## src/rtl/pwr_mode_pkg.sv

```systemverilog
package pwr_mode_pkg;
   localparam int REG_W    = 8;
   localparam int IDLE_BIT = 0;
   localparam int PD_BIT   = 1;
   localparam int UF_LO    = 2;
   localparam int UF_W     = 2;
   localparam int AUX_BIT  = 7;
   localparam int IDLE_CF  = 4;
   localparam int PD_CF    = 5;
   localparam int N_MODES  = 2;
endpackage

```

## src/rtl/pwr_entry_seq.sv

```systemverilog
module pwr_entry_seq
   import pwr_mode_pkg::*;
#(
   parameter bit GUARDED = 1'b0
) (
   input  logic             clk,
   input  logic             rst_n,
   input  logic             wr_acc,
   input  logic [REG_W-1:0] wr_data,
   output logic             idle_req,
   output logic             pd_req
);
   logic [N_MODES-1:0] req;

   generate
      if (GUARDED) begin : g_guard
         for (genvar m = 0; m < N_MODES; m++) begin : g_mode
            localparam int EN_P = (m == 0) ? IDLE_BIT : PD_BIT;
            localparam int CF_P = (m == 0) ? IDLE_CF  : PD_CF;
            logic arm_q;
            always_ff @(posedge clk) begin
               if (!rst_n)      arm_q <= 1'b0;
               else if (wr_acc) arm_q <= wr_data[EN_P] & ~wr_data[CF_P];
            end
            assign req[m] = wr_acc & arm_q & ~wr_data[EN_P] & wr_data[CF_P];
         end
      end else begin : g_plain
         assign req[0] = wr_acc & wr_data[IDLE_BIT];
         assign req[1] = wr_acc & wr_data[PD_BIT];
      end
   endgenerate

   assign idle_req = req[0];
   assign pd_req   = req[1];
endmodule

```

## src/rtl/pwr_mode_state.sv

```systemverilog
module pwr_mode_state (
   input  logic clk,
   input  logic rst_n,
   input  logic idle_req,
   input  logic pd_req,
   input  logic irq_pending,
   output logic idle_q,
   output logic pd_q
);
   always_ff @(posedge clk) begin
      if (!rst_n) begin
         idle_q <= 1'b0;
         pd_q   <= 1'b0;
      end else if (pd_q) begin
         idle_q <= 1'b0;
      end else if (pd_req) begin
         pd_q   <= 1'b1;
         idle_q <= 1'b0;
      end else if (idle_req) begin
         idle_q <= 1'b1;
      end else if (irq_pending) begin
         idle_q <= 1'b0;
      end
   end

   AST_PD_STICKY: assert property (@(posedge clk) disable iff (!rst_n)
      pd_q |=> pd_q);
   AST_IRQ_WAKES: assert property (@(posedge clk) disable iff (!rst_n)
      (idle_q && irq_pending) |=> !idle_q);
   AST_MODES_EXCL: assert property (@(posedge clk) disable iff (!rst_n)
      !(idle_q && pd_q));
endmodule

```

## src/rtl/pwr_user_bits.sv

```systemverilog
module pwr_user_bits
   import pwr_mode_pkg::*;
(
   input  logic            clk,
   input  logic            rst_n,
   input  logic            wr_acc,
   input  logic [REG_W-1:0] wr_data,
   output logic [UF_W-1:0] uf_q,
   output logic            aux_q
);
   always_ff @(posedge clk) begin
      if (!rst_n) begin
         uf_q  <= '0;
         aux_q <= 1'b0;
      end else if (wr_acc) begin
         uf_q  <= wr_data[UF_LO +: UF_W];
         aux_q <= wr_data[AUX_BIT];
      end
   end
endmodule

```

## src/rtl/pwr_mode_ctl.sv

```systemverilog
module pwr_mode_ctl
   import pwr_mode_pkg::*;
#(
   parameter int DATA_W  = 8,
   parameter bit GUARDED = 1'b0
) (
   input  logic              clk,
   input  logic              rst_n,
   input  logic              wr_en,
   input  logic [DATA_W-1:0] wr_data,
   input  logic              irq_pending,
   output logic [DATA_W-1:0] rd_data,
   output logic              cpu_clk_en,
   output logic              per_clk_en,
   output logic              osc_en
);
   localparam int SPARE_LO = UF_LO + UF_W;
   localparam int SPARE_W  = AUX_BIT - SPARE_LO;

   generate
      if (DATA_W != REG_W) begin : g_bad_width
         $error("pwr_mode_ctl: DATA_W must equal REG_W");
      end
   endgenerate

   logic            wr_acc;
   logic            idle_req, pd_req;
   logic            idle_q, pd_q;
   logic [UF_W-1:0] uf_q;
   logic            aux_q;

   assign wr_acc = wr_en & cpu_clk_en;

   pwr_entry_seq #(.GUARDED(GUARDED)) u_seq (
      .clk(clk), .rst_n(rst_n), .wr_acc(wr_acc), .wr_data(wr_data),
      .idle_req(idle_req), .pd_req(pd_req));

   pwr_mode_state u_state (
      .clk(clk), .rst_n(rst_n), .idle_req(idle_req), .pd_req(pd_req),
      .irq_pending(irq_pending), .idle_q(idle_q), .pd_q(pd_q));

   pwr_user_bits u_bits (
      .clk(clk), .rst_n(rst_n), .wr_acc(wr_acc), .wr_data(wr_data),
      .uf_q(uf_q), .aux_q(aux_q));

   assign rd_data    = {aux_q, {SPARE_W{1'b0}}, uf_q, pd_q, idle_q};
   assign cpu_clk_en = ~(idle_q | pd_q);
   assign per_clk_en = ~pd_q;
   assign osc_en     = ~pd_q;

   AST_OSC_OFF_ALL_OFF: assert property (@(posedge clk) disable iff (!rst_n)
      !osc_en |-> (!cpu_clk_en && !per_clk_en));
   AST_SLEEP_HOLDS_BITS: assert property (@(posedge clk) disable iff (!rst_n)
      !cpu_clk_en |=> $stable(uf_q) && $stable(aux_q));
   AST_SPARE_ZERO: assert property (@(posedge clk) disable iff (!rst_n)
      rd_data[AUX_BIT-1:SPARE_LO] == '0);
endmodule

```

## config.mk

```make
export PLATFORM = sky130hd
export DESIGN_NAME = pwr_mode_ctl
export DESIGN_NICKNAME = d
export VERILOG_FILES = /design/src/rtl/pwr_mode_pkg.sv /design/src/rtl/pwr_entry_seq.sv /design/src/rtl/pwr_mode_state.sv /design/src/rtl/pwr_user_bits.sv /design/src/rtl/pwr_mode_ctl.sv
export SDC_FILE = /design/constraint.sdc
export NUM_CORES = 1
export LEC_CHECK = 0
export BUFFER_PORTS_ARGS = -buffer_cell sky130_fd_sc_hd__buf_2
export CORE_AREA = 2 2 39 41
export DETAILED_ROUTE_END_ITERATION = 8
export DIE_AREA = 0 0 41 43
export SLEW_MARGIN = 20
export SYNTH_ARGS = -nofsm -noshare
export SYNTH_HDL_FRONTEND = slang
export SYNTH_HIERARCHICAL = 1
export SYNTH_SLANG_ARGS = --single-unit
```

## constraint.sdc

```tcl
create_clock -name clk -period 2.2 [get_ports clk]
set_input_delay 0.33 -clock clk [delete_from_list [all_inputs] [get_ports clk]]
set_output_delay 0.33 -clock clk [all_outputs]
set_load 0.02 [all_outputs]
```

---- Word-level counts from Yosys, hierarchy flattened ----
Cells that the tools add are included.
operators by class
  multiplexer cells ....................... 4
  bitwise logic cells ..................... 7
  reductions and logical operators ........ 2
operators by type and width
  cell               count
  $mux 1             4
  $and 1x1->1        3
  $not 1->1          3
  $reduce_or 3->1    1
  $reduce_bool 2->1  1
  $or 1x1->1         1
word-level totals
  flip-flop bits (word level) ............. 5
  input port bits ......................... 12
  output and inout bits ................... 11
  logic and storage cells ................. 17

---- Longest topological paths before layout ----
  word-level depth ........................ 6
  depth in mapped cells ................... 4
  gate-level depth less buffers ........... 4

---- By module ----
The synthesis kept the hierarchy.
modules (own cells, without submodules)
  module          instances  cells each  area an instance (um2)  sequential area each (um2)
  pwr_user_bits   1          9           108.9                   60.1
  pwr_mode_ctl    1          11          76.3                    0.0
  pwr_mode_state  1          6           66.3                    40.0
  pwr_entry_seq   1          2           12.5                    0.0

---- Least setup slack after synthesis ----
OpenSTA, ideal clock, no wires.
  path kind ............................... reg-to-reg
  start ................................... register u_state.pd_q
  end ..................................... register u_state.idle_q
  setup time .............................. 0.116 ns
  arrival time ............................ 0.991 ns
  required time ........................... 2.084 ns
  path slack .............................. 1.093 ns
  stages on the path, launching flop included .. 5
  buffers on the path ..................... 0
  clock period less this slack ............ 1.107 ns
  cell sequence ........................... dfxtp_1 -> nor3b_2 -> and2_1 -> nor2_1 -> o211a_1
between the ends
  cells in the longest elaborated chain, start to end .. 5
  elaborated cells between the ends (all ways) .. 8
  those cells by class .................... 1 x mux; 5 x bitwise; 2 x reduce/logical
RTL lines
  item                              line                  source
  start: declaration                pwr_mode_state.sv:8   output logic pd_q
  start signal: assignment          pwr_mode_state.sv:13  pd_q <= 1'b0;
  start signal: assignment          pwr_mode_state.sv:17  pd_q <= 1'b1;
  $or 1x1->1                        pwr_mode_ctl.sv:47    assign cpu_clk_en = ~(idle_q | pd_q);
  $not 1->1                         pwr_mode_ctl.sv:47
  $and 1x1->1                       pwr_mode_ctl.sv:32    assign wr_acc = wr_en & cpu_clk_en;
  net wr_acc                        pwr_mode_ctl.sv:26    logic wr_acc;
  $and 1x1->1                       pwr_entry_seq.sv:29   assign req[1] = wr_acc & wr_data[PD_BIT];
  net pd_req                        pwr_mode_ctl.sv:27    logic idle_req, pd_req;
  $reduce_or 3->1 (no source line)  --
  end signal: assignment            pwr_mode_state.sv:12  idle_q <= 1'b0;
  end signal: assignment            pwr_mode_state.sv:15  idle_q <= 1'b0;
  end signal: assignment            pwr_mode_state.sv:18  idle_q <= 1'b0;
  end: declaration                  pwr_mode_state.sv:7   output logic idle_q,
The timed path passes the listed nets, and every way through them passes these cells.
A chain may end at the register's enable or synchronous reset.

---- Worst setup path in the final report ----
Ends and elaborated chain as after synthesis.

==> results.ini <==
[critical_path]
slowest_delay_ns = 0.42
crit_slowest_cell = nor3b_2
crit_type = register to register
path_cells = nor3b_2 > and2_1 > nor2_1 > o211a_1
start_kind = register
endpoint_kind = register
arrival_ns = 1.37
crit_required_ns = 2.33
cp_max_fo = 5
worst_path_dominant_cell_family = simple AND/OR/NAND/NOR gates
crit_buf_inv = 0

[die]
start_util = 0.191
core_um2 = 1380
die-height_um = 43
fp.dieW_um = 41
io_pins = 23
rows = 14
die_area_um2 = 1760

[status]
status = complete, no violations

[yosys]
syn_area_per_cell_um2 = 9.43
ys_ff_latch = 5
yosysWarnings = 6
ys_types = 10
postSynthCellCount = 28
netlist_area_um2 = 264
ys_seq_area_frac = 0.379

[routing]
wire_per_inst_um = 8.41
drc = 0
vias = 213
routed_wl_um = 496
drtIter0Drc = 2
ant_nets = 0
dr.pass1.iters = 4
viasPerCell = 3.61

[layout]
drive_above_1_share = 0.465
regArea_um2 = 100
final_cell_mix = buf_2 (16), nor2b_1 (5), dfxtp_1 (5)
diodes = 0
post-route-util = 0.250
fin_nets = 56
syn_to_final_growth_pct = 30.8
final_common_cell = buf_2
multiInputGateArea_um2 = 115
nFillCells = 162

[timing]
fin_tns_setup_ns = 0
finalSetupViolations = 0
hold_violations = 0
rsz0062_at_grt = no
clock.fmax_mhz = 811
min_period_ns = 1.23
drv_slew = 0
period_share = 0.560
finalWorstSetupSlack_ns = 0.967
fin_skew_ns = 0.00188

[run]
cap_viol_max_count = 0

[grt]
grt_max_degree = 6
grt_pass1_wl_um = 696
grt-ovfl-total = 0
grt_pass1_vias = 180
antenna_found_initial = 0
grt_use_total = 0.0704

[power_and_ir_drop]
power.density_nw_per_um2 = 766
ir_worst_vdd_uv = 306
leakagePower_nw = 0.184

[cts]
clk_pin_slew_ns = 0.04
worstSkewPairLatency_ns = 0.24
cts_hold_buf = 0
cts_resized = 0
clockBufferDepth = 2
numClockSinks = 5
postCtsSetupBuffers = 0
clock-root-buffer = clkbuf_4
cts_buffers = 3
cts-htree-levels = 1
cts_tree = built

[place]
port_buffers = 16
gp_congestion = 0.555
place_ws_ns = 0.922

[worst_hold_path]
min_path_type = input port to register

[path summary, 6_finish.rpt]
| path | start | end | slack (ns) | cells past startpoint |
|---|---|---|---|---|
| setup reg to reg | u_state/pd_q | u_state/idle_q | 0.97 | 4 |
| setup / recovery | u_state/pd_q | u_state/idle_q | 0.97 | 4 |
| hold reg to reg | u_bits/aux_q | u_bits/aux_q | 0.50 | 2 |
| hold / removal | wr_data[7] | u_bits/aux_q | 0.34 | 3 |
[layer usage]
metal,vias to the layer above,global-route usage,part of all wire
met3,2,0.0628,0.12
met4,0,0.0800,0.016
met2,14,0.0875,0.43
met5,-,0,0
li1,109,-,-
met1,88,0.0583,0.42
[worst reg2reg max path, delay by kind of cell (launching register included)]
family / cells / cell delay (ns)
and+or+nand+nor: 3 / 0.66
DFF: 1 / 0.34
AOI/OAI and AO/OA: 1 / 0.12
[registers in the layout, summed over array words and instances (netlist names)]
| signal | count |
|---|---|
| u_state/idle_q | 1 |
| u_state/pd_q | 1 |
| u_bits/aux_q | 1 |
| u_bits/uf_q | 2 |
[final cells by class]
| type | instances | area share |
|---|---|---|
| inverters | 1 | 0.0109 |
| well taps | 16 | 0.0580 |
| flip-flops and latches | 5 | 0.290 |
| multi-input cells | 17 | 0.333 |
| repair buffers | 16 | 0.232 |
| clock buffers | 4 | 0.0761 |
[Yosys cell counts]
cell type	number	area, um2
nor3b_2	1	12.5
inv_1	1	3.75
o211a_1	1	10.0
buf_4	7	52.6
mux2i_1	3	30.0
nor2_1	2	7.51
and2_1	2	12.5
nor2b_1	5	31.3
conb_1	1	3.75
dfxtp_1	5	100
[power by group]
group          switching [mW]  leakage (nW)  total (mW)  internal (mW)
Combinational          0.0327         0.128      0.0557         0.0230
Sequential            0.00458        0.0411       0.102         0.0973
Clock                  0.0384        0.0150       0.107         0.0686
[metrics by stage]
step | hold WS, ns | area [um2] | cells | power, mW
after CTS | 0.337 | 345 | 59 | 0.272
final | 0.343 | 345 | 59 | 0.265
after global routing | 0.346 | 345 | 59 | 0.281
after global placement | 0.495 | 319 | 55 | 0.159
after detailed placement | 0.501 | 319 | 55 | 0.160
after floorplan | 0.458 | 272 | 30 | 0.150
[kinds of logic (layout without fill, tap and decap cells)]
logic type	after synthesis	in the layout	share of synthesized area
muxes	3	3	0.114
other	1	3	0.0142
and+or+nand+nor	10	10	0.242
DFF	5	5	0.379
buffers and inverters	8	21	0.213
AOI/OAI and AO/OA	1	1	0.0379
Note: power is estimated with default switching activity, not from simulation.
